`src/rtl/tmr_pkg.sv`:
```
package tmr_pkg;

    localparam int BIT_TF     = 7;
    localparam int BIT_EXF    = 6;
    localparam int BIT_RXEN   = 5;
    localparam int BIT_TXEN   = 4;
    localparam int BIT_EXEN   = 3;
    localparam int BIT_RUN    = 2;
    localparam int BIT_CNTSEL = 1;
    localparam int BIT_CAPSEL = 0;

    localparam int ADDR_W = 3;
    localparam logic [ADDR_W-1:0] A_CTRL   = 3'd0;
    localparam logic [ADDR_W-1:0] A_CNT_LO = 3'd1;
    localparam logic [ADDR_W-1:0] A_CNT_HI = 3'd2;
    localparam logic [ADDR_W-1:0] A_CAP_LO = 3'd3;
    localparam logic [ADDR_W-1:0] A_CAP_HI = 3'd4;

    typedef enum logic [1:0] {
        M_IDLE,
        M_RELOAD,
        M_CAPTURE,
        M_BAUD
    } tmr_mode_e;

    typedef struct packed {
        logic count_en;
        logic reload_ovf;
        logic reload_trig;
        logic capture_trig;
        logic flag_ovf;
        logic baud_pulse;
    } tmr_ctl_t;

    function automatic tmr_mode_e mode_of(input logic [7:0] c);
        if (!c[BIT_RUN])
            return M_IDLE;
        else if (c[BIT_RXEN] || c[BIT_TXEN])
            return M_BAUD;
        else if (c[BIT_CAPSEL])
            return M_CAPTURE;
        else
            return M_RELOAD;
    endfunction

endpackage

```
`src/rtl/tmr_fall_det.sv`:
```
module tmr_fall_det (
    input  logic clk,
    input  logic rst_n,
    input  logic sample_en,
    input  logic pin,
    output logic fall
);

    logic last_q;

    always_ff @(posedge clk or negedge rst_n) begin
        if (!rst_n)
            last_q <= 1'b0;
        else if (sample_en)
            last_q <= pin;
    end

    // a 1 sample followed by a 0 sample on the same strobe
    assign fall = sample_en & last_q & ~pin;

endmodule

```
`src/rtl/tmr_count_core.sv`:
```
module tmr_count_core
    import tmr_pkg::*;
#(
    parameter int DATA_W = 8
) (
    input  logic                clk,
    input  logic                rst_n,
    input  tmr_ctl_t            ctl,
    input  logic                tick,
    input  logic                trig_evt,
    input  logic                wr_cnt_lo,
    input  logic                wr_cnt_hi,
    input  logic                wr_cap_lo,
    input  logic                wr_cap_hi,
    input  logic [DATA_W-1:0]   wr_data,
    output logic [2*DATA_W-1:0] cnt,
    output logic [2*DATA_W-1:0] cap,
    output logic                ovf_evt,
    output logic                trig_hit
);

    localparam int CNT_W = 2 * DATA_W;

    logic [CNT_W-1:0] cnt_q, cnt_d;
    logic [CNT_W-1:0] cap_q, cap_d;
    logic             step;
    logic             do_reload;
    logic             do_capture;

    assign step       = ctl.count_en & tick;
    assign ovf_evt    = step & (cnt_q == {CNT_W{1'b1}});
    assign do_capture = trig_evt & ctl.capture_trig;
    assign do_reload  = (ovf_evt & ctl.reload_ovf) | (trig_evt & ctl.reload_trig);
    assign trig_hit   = trig_evt & (ctl.reload_trig | ctl.capture_trig);

    always_comb begin
        cnt_d = cnt_q;
        if (wr_cnt_lo)
            cnt_d = {cnt_q[CNT_W-1:DATA_W], wr_data};
        else if (wr_cnt_hi)
            cnt_d = {wr_data, cnt_q[DATA_W-1:0]};
        else if (do_reload)
            cnt_d = cap_q;
        else if (step)
            cnt_d = cnt_q + 1'b1;
    end

    always_comb begin
        cap_d = cap_q;
        if (wr_cap_lo)
            cap_d = {cap_q[CNT_W-1:DATA_W], wr_data};
        else if (wr_cap_hi)
            cap_d = {wr_data, cap_q[DATA_W-1:0]};
        else if (do_capture)
            cap_d = cnt_q;
    end

    always_ff @(posedge clk or negedge rst_n) begin
        if (!rst_n) begin
            cnt_q <= '0;
            cap_q <= '0;
        end else begin
            cnt_q <= cnt_d;
            cap_q <= cap_d;
        end
    end

    assign cnt = cnt_q;
    assign cap = cap_q;

endmodule

```
`src/rtl/cap_reload_timer.sv`:
```
module cap_reload_timer
    import tmr_pkg::*;
#(
    parameter int DATA_W = 8
) (
    input  logic              clk,
    input  logic              rst_n,
    input  logic              cyc_en,
    input  logic              cnt_pin,
    input  logic              trig_pin,
    input  logic              alt_ovf,
    input  logic              wr_en,
    input  logic [ADDR_W-1:0] addr,
    input  logic [DATA_W-1:0] wr_data,
    output logic [DATA_W-1:0] rd_data,
    output logic              irq,
    output logic              rx_clk,
    output logic              tx_clk
);

    localparam int CNT_W = 2 * DATA_W;

    tmr_mode_e         mode_q, mode_d;
    tmr_ctl_t          ctl;
    logic [DATA_W-1:0] ctrl_q;
    logic [CNT_W-1:0]  cnt_q;
    logic [CNT_W-1:0]  cap_q;
    logic              cnt_fall;
    logic              trig_fall;
    logic              tick;
    logic              ovf_evt;
    logic              trig_hit;
    logic              ovf_pulse_q;
    logic              ctrl_wr;

    assign ctrl_wr = wr_en && (addr == A_CTRL);

    // ---- pin edge detectors, one per external pin ----
    tmr_fall_det u_cnt_edge (
        .clk       (clk),
        .rst_n     (rst_n),
        .sample_en (cyc_en),
        .pin       (cnt_pin),
        .fall      (cnt_fall)
    );

    tmr_fall_det u_trig_edge (
        .clk       (clk),
        .rst_n     (rst_n),
        .sample_en (cyc_en),
        .pin       (trig_pin),
        .fall      (trig_fall)
    );

    // ---- mode state machine: state register ----
    always_comb begin
        mode_d = mode_q;
        if (ctrl_wr)
            mode_d = mode_of(wr_data);
    end

    always_ff @(posedge clk or negedge rst_n) begin
        if (!rst_n)
            mode_q <= M_IDLE;
        else
            mode_q <= mode_d;
    end

    // ---- mode state machine: outputs ----
    always_comb begin
        ctl = '0;
        unique case (mode_q)
            M_IDLE: begin
                ctl = '0;
            end
            M_RELOAD: begin
                ctl.count_en    = 1'b1;
                ctl.reload_ovf  = 1'b1;
                ctl.reload_trig = ctrl_q[BIT_EXEN];
                ctl.flag_ovf    = 1'b1;
            end
            M_CAPTURE: begin
                ctl.count_en     = 1'b1;
                ctl.capture_trig = ctrl_q[BIT_EXEN];
                ctl.flag_ovf     = 1'b1;
            end
            M_BAUD: begin
                ctl.count_en   = 1'b1;
                ctl.reload_ovf = 1'b1;
                ctl.baud_pulse = 1'b1;
            end
        endcase
    end

    assign tick = ctrl_q[BIT_CNTSEL] ? cnt_fall : cyc_en;

    // ---- counting datapath ----
    tmr_count_core #(.DATA_W(DATA_W)) u_core (
        .clk       (clk),
        .rst_n     (rst_n),
        .ctl       (ctl),
        .tick      (tick),
        .trig_evt  (trig_fall),
        .wr_cnt_lo (wr_en && (addr == A_CNT_LO)),
        .wr_cnt_hi (wr_en && (addr == A_CNT_HI)),
        .wr_cap_lo (wr_en && (addr == A_CAP_LO)),
        .wr_cap_hi (wr_en && (addr == A_CAP_HI)),
        .wr_data   (wr_data),
        .cnt       (cnt_q),
        .cap       (cap_q),
        .ovf_evt   (ovf_evt),
        .trig_hit  (trig_hit)
    );

    // ---- control register with sticky flags ----
    always_ff @(posedge clk or negedge rst_n) begin
        if (!rst_n) begin
            ctrl_q <= '0;
        end else if (ctrl_wr) begin
            ctrl_q <= wr_data;
        end else begin
            if (ovf_evt && ctl.flag_ovf)
                ctrl_q[BIT_TF] <= 1'b1;
            if (trig_hit)
                ctrl_q[BIT_EXF] <= 1'b1;
        end
    end

    // ---- serial clock pulse ----
    always_ff @(posedge clk or negedge rst_n) begin
        if (!rst_n)
            ovf_pulse_q <= 1'b0;
        else
            ovf_pulse_q <= ovf_evt & ctl.baud_pulse;
    end

    assign rx_clk = ctrl_q[BIT_RXEN] ? ovf_pulse_q : alt_ovf;
    assign tx_clk = ctrl_q[BIT_TXEN] ? ovf_pulse_q : alt_ovf;
    assign irq    = ctrl_q[BIT_TF] | ctrl_q[BIT_EXF];

    // ---- read mux ----
    always_comb begin
        unique case (addr)
            A_CTRL:   rd_data = ctrl_q;
            A_CNT_LO: rd_data = cnt_q[DATA_W-1:0];
            A_CNT_HI: rd_data = cnt_q[CNT_W-1:DATA_W];
            A_CAP_LO: rd_data = cap_q[DATA_W-1:0];
            A_CAP_HI: rd_data = cap_q[CNT_W-1:DATA_W];
            default:  rd_data = '0;
        endcase
    end

endmodule

```
`config.mk`:
```
export PLATFORM = sky130hd
export DESIGN_NAME = cap_reload_timer
export DESIGN_NICKNAME = d
export VERILOG_FILES = /design/src/rtl/tmr_pkg.sv /design/src/rtl/tmr_fall_det.sv /design/src/rtl/tmr_count_core.sv /design/src/rtl/cap_reload_timer.sv
export SDC_FILE = /design/constraint.sdc
export NUM_CORES = 1
export LEC_CHECK = 0
export BUFFER_PORTS_ARGS = -buffer_cell sky130_fd_sc_hd__buf_2
export CELL_PAD_IN_SITES_DETAIL_PLACEMENT = 0
export CELL_PAD_IN_SITES_GLOBAL_PLACEMENT = 1
export CORE_AREA = 2 2 96 107
export CTS_CLUSTER_SIZE = 10
export DETAILED_ROUTE_END_ITERATION = 6
export DIE_AREA = 0 0 98 109
export PLACE_DENSITY = 0.62
export SYNTH_ARGS = -nofsm -noshare
export SYNTH_HDL_FRONTEND = slang
export SYNTH_SLANG_ARGS = --single-unit
```
`constraint.sdc`:
```
create_clock -name clk -period 4 [get_ports clk]
set_input_delay 0.4 -clock clk [delete_from_list [all_inputs] [get_ports clk]]
set_output_delay 0.4 -clock clk [all_outputs]
set_load 0.03 [all_outputs]
```
**Word-level counts from Yosys, hierarchy flattened**

Cells that the tools add are included.

- Input port bits: 18
- Output and inout port bits: 11
- Word-level logic and storage cells: 85
- Register bits: 45

- Eq/ne operators: 10
- Bitwise gates (word level): 18
- $add $sub $neg: 1
- Reduce and logical (&&, ||, !) cells: 22
- Muxes and demuxes: 23

Operators by type and width:

| cell | number |
|---|---|
| $mux W16 | 5 |
| $pmux W8 S5 | 1 |
| $add A16 B1 Y16 const B | 1 |
| $eq A16 B16 Y1 const B | 1 |
| $mux W8 | 2 |
| $and A1 B1 Y1 | 11 |
| $mux W1 | 10 |
| $mux W2 | 4 |
| $reduce_and A2 Y1 | 4 |
| $reduce_bool A2 Y1 | 4 |
| $eq A3 B2 Y1 const B | 2 |
| $logic_and A1 B1 Y1 | 6 |
| $reduce_bool A3 Y1 | 2 |
| $eq A2 B2 Y1 const B | 2 |
| $ne A2 B1 Y1 const B | 2 |
| $not A1 Y1 | 4 |
| $reduce_or A2 Y1 | 2 |
| $eq A3 B1 Y1 const B | 1 |
| $eq A3 B3 Y1 const B | 1 |
| $logic_not A3 Y1 | 1 |
| $or A1 B1 Y1 | 3 |
| $reduce_or A3 Y1 | 1 |
| $eq A2 B1 Y1 const B | 1 |
| $logic_not A2 Y1 | 1 |
| 2 further kinds | 2 |

**Longest topological paths before layout**

- Word-level depth: 10
- Mapped depth: 9
- Mapped depth without buffers: 7

**Modules after synthesis**

From an unflattened synthesis, not the netlist that was laid out.

- Cells, all modules: 319
- Area, all modules: 2985.4 um^2

Modules (own cells, without submodules):

| module | area an instance (um^2) | instances | cells an instance |
|---|---|---|---|
| tmr_count_core | 1963.1 | 1 | 220 |
| cap_reload_timer | 922.1 | 1 | 93 |
| tmr_fall_det | 50.0 | 2 | 3 |

**Worst setup path before layout**

No wires, ideal clock.

- Kind: input port to output port
- Start: input port addr[0]
- End: output port rd_data[0]
- Data required time: 3600 ps
- Path buffers: 2
- Cell stages on the path: 5
- Slack: 1647 ps
- Arrival: 1953 ps
- Cell sequence: clkbuf_1 > buf_1 > mux4_2 > inv_1 > o21ai_0

- Longest elaborated chain between the ends: 2
- Elaborated cells between the ends (all ways): 6

RTL lines:

| element | line | text |
|---|---|---|
| start: declaration | cap_reload_timer.sv:13 | `input logic [ADDR_W-1:0] addr,` |
| $eq A3 B3 Y1 (tied with other cells) | cap_reload_timer.sv:143 | `unique case (addr)` |
| $pmux W8 S5 (*) | cap_reload_timer.sv:143 |  |
| end: declaration | cap_reload_timer.sv:15 | `output logic [DATA_W-1:0] rd_data,` |

Every way passes the cells marked *; elsewhere a longest branch is shown, timed or not.

**Final worst setup path**

- Start: register u_core.cnt_q[0], in the netlist u_core.cnt[0]
- End: register u_core.cnt_q[14], in the netlist u_core.cnt[14]

- Longest elaborated chain between the ends: 6
- Elaborated cells between the ends (all ways): 10

RTL lines:

| element | line | text |
|---|---|---|
| start: declaration | tmr_count_core.sv:24 | `logic [CNT_W-1:0] cnt_q, cnt_d;` |
| start signal: assignment | tmr_count_core.sv:63 | `cnt_q <= cnt_d;` |
| parallel branches: the longest is 6 deep, another holds $add A16 B1 Y16 | n/a |  |

Parallel ways; which one is timed is not known. The select of a mux whose other input is x is not followed.
A chain may end at the register's enable or synchronous reset.

==> impl_results.md <==
* Run status: finished clean
* GRT Residual Overflow at 0
* Mean routed wirelength per cell at 20.3 µm
* Syn Nets at 343
* CTS clk-pin slew, worst paths at 0.10 ns
* Detailed Routing Iterations Pass 1 at 4
* FP Rows at 38
* Placed cell count at 448
* Post-synthesis cell type count at 48
* Pre-CTS setup slack at 1.30 ns
* DR DRC count at 0
* Number of global-route vias before repair at 2550
* Crit path max fanout at 18
* Setup TNS at 0 ns
* Max_cap viols at 0
* Final design utilization at 33.8%
* Worst setup EP type: register
* Max Slew Vio Count at 0
* Most common cell after layout, fill and taps aside: dfrtp_1
* Final #Nets at 358
* Final Power at 1.91 mW
* Mapped Cells at 320
* CTS tree: built
* Number of synthesized flops with an enable pin at 0
* Post-Synthesis Cell Area at 0.00292 mm²
* Max transition margin at 28.8%
* Worst Setup Path Type: reg -> reg
* Post-cts resize count at 0
* Total power per unit cell area at 586 mW/mm²
* Syn. warnings at 0
* # hold bufs at CTS at 0
* DR iter-0 viols at 192
* Unrepaired setup endpoints after global routing: false
* Reg2reg start: u_core.cnt[0]$_DFFE_PN0P_
* FFs w/ async S/R, synth at 100%
* Critical path data arrival time at 2.72 ns
* Final Hold Viols at 0
* Synth Flop Type: dfrtp_1
* Required @ worst endpoint at 4.21 ns
* Number of diodes at 0
* F_max at 398 MHz
* Antenna Violating Nets Remaining at 0
* Final Setup Violations at 0
* Starting density of the core at 30.3%
* Die height at 109 µm
* Clock root cell: clkbuf_8
* Io pins at 29
* Area grow syn2layout at 11.8%
* H-tree Lvls at 2
* Core Footprint at 0.00965 mm²
* Vias at 2549
* HP Class: in -> async
* Die Outline Area at 0.0107 mm²
* FF-to-FF path depth at 6
* Die Wd at 98 µm
* Leading cell types in the layout, fill and taps excluded: dfrtp_1 (45), mux2i_1 (28), buf_2 (28), o21ai_0 (27), nor2_1 (26)
* Vias per inst at 5.59
* Placer Congestion at 0.806
* GRT Resource Usage Total at 18.1%
* Worst Max-Slew Pin Slew at 1.07 ns
* Clock Latency Late Sink at 0.31 ns
* Fin crit period at 2.51 ns
* P_leak at 1.42 nW
* Num CTS Buffers at 5
* Post-synthesis register bit count at 45
* Crit path launch type: register
* Register area share after synthesis at 38.6%
* Layout cells sized above 1 at 17.3%
* I/O Buffers at 28
* Reg-to-reg critical path endpoint: u_core.cnt[14]$_DFFE_PN0P_
* Non-Filler Instances at 456
* Post-synthesis average cell area at 9.13 µm²
* Clock sink total at 45
* Initial antenna violation count at 0
* Clock Skew at 0.00912 ns
* Clock tree buffer depth at 2
* Max rail drop VDD at 0.170 mV
* Pin count of the biggest net entering global routing at 46
* DP Wirelength at 6.66 mm
* First-pass GRT wire length at 14.8 mm
* Worst reg-to-reg setup slack at 1.49 ns
* Post-CTS Setup Repair Bufs at 0
* Setup ws final at 1.49 ns
* Overall routed net length at 9.27 mm
* Final period utilization at 62.8%
==> flip-flops by register name, summed over array words and instances, names as in the netlist <==
name                flops
ctrl_q                  8
mode_q                  2
ovf_pulse_q             1
u_cnt_edge.last_q       1
u_core.cap             16
u_core.cnt             16
u_trig_edge.last_q      1
==> Yosys cell counts (4+ instances only) <==
cell type,count,share of area (%)
a21oi_1,18,3.1
a22oi_1,13,3.3
and3_1,4,0.86
buf_2,6,1.0
clkbuf_1,12,1.5
dfrtp_1,45,39
ha_1,5,2.1
inv_1,8,1.0
mux2_2,10,3.9
mux2i_1,28,9.6
nand2_1,23,3.0
nand2b_1,4,0.86
nand3_1,9,1.5
nand4_1,5,1.1
nor2_1,26,3.3
nor3_1,4,0.69
o21ai_0,27,4.6
o21ai_1,4,0.69
o22ai_1,14,3.0
xnor2_1,8,2.4
xor2_1,5,1.5
==> final cells by class <==
type,instances,area [µm²]
fill,1031,6390
multi-input combinational,246,1670
sequential,45,1130
tap,120,150
timing repair buffer,29,148
clock buffer,5,68.8
clock inverter,3,68.8
inverter,8,30.0
==> worst max path at each step <==
stage	start	endpoint	slack, ns	cells past startpoint
floorplan	addr[0]	rd_data[0]	1.65	5
CTS	u_core.cnt[0]$_DFFE_PN0P_	u_core.cnt[14]$_DFFE_PN0P_	1.48	6
global route	u_core.cnt[0]$_DFFE_PN0P_	u_core.cnt[14]$_DFFE_PN0P_	1.41	6
global placement	addr[1]	u_core.cap[12]$_DFFE_PN0P_	1.37	6
detailed placement	addr[1]	u_core.cap[11]$_DFFE_PN0P_	1.30	6
finish	u_core.cnt[0]$_DFFE_PN0P_	u_core.cnt[14]$_DFFE_PN0P_	1.49	6
==> cell families (layout without fill, tap and decap cells) <==
kind of cell	after synthesis	count (layout)	synth area share (%)
and+or+nand+nor	96	96	16.8
AOI/OAI and AO/OA	92	92	19.2
DFF	45	45	38.6
muxes	40	40	15.0
buffers and inverters	29	45	4.50
xor gates and xnor gates	13	13	3.90
adders and majority gates	5	5	2.14
==> worst max-delay path: stages (launching register included) <==
cell and delay [ns]:
dfrtp_1 0.49, ha_1 0.31, and4_1 0.22, o211ai_1 0.13
o21a_1 0.80, mux2i_1 0.17, a221oi_1 0.27
==> routing by layer <==
| metal | vias up | global-route usage (%) | routed length, µm |
|---|---|---|---|
| li1 | 1206 | - | - |
| met1 | 1245 | 24.9 | 4350 |
| met2 | 82 | 29.0 | 4270 |
| met3 | 16 | 2.69 | 432 |
| met4 | 0 | 6.65 | 213 |
| met5 | - | 0 | 0 |
==> metrics by stage <==
stage	hold WS [ns]	area [µm²]
CTS	0.325	3260
floorplan	0.104	2920
global route	0.326	3260
detailed placement	0.494	3130
finish	0.283	3260
global placement	0.488	3130
==> report_power, final <==
part | leakage [nW] | switching, mW | internal [mW]
sequential | 0.548 | 0.251 | 0.614
combinational | 0.801 | 0.335 | 0.281
clock | 0.0687 | 0.180 | 0.252
total | 1.42 | 0.767 | 1.15
No activity file was read; power rests on OpenSTA's default activity.
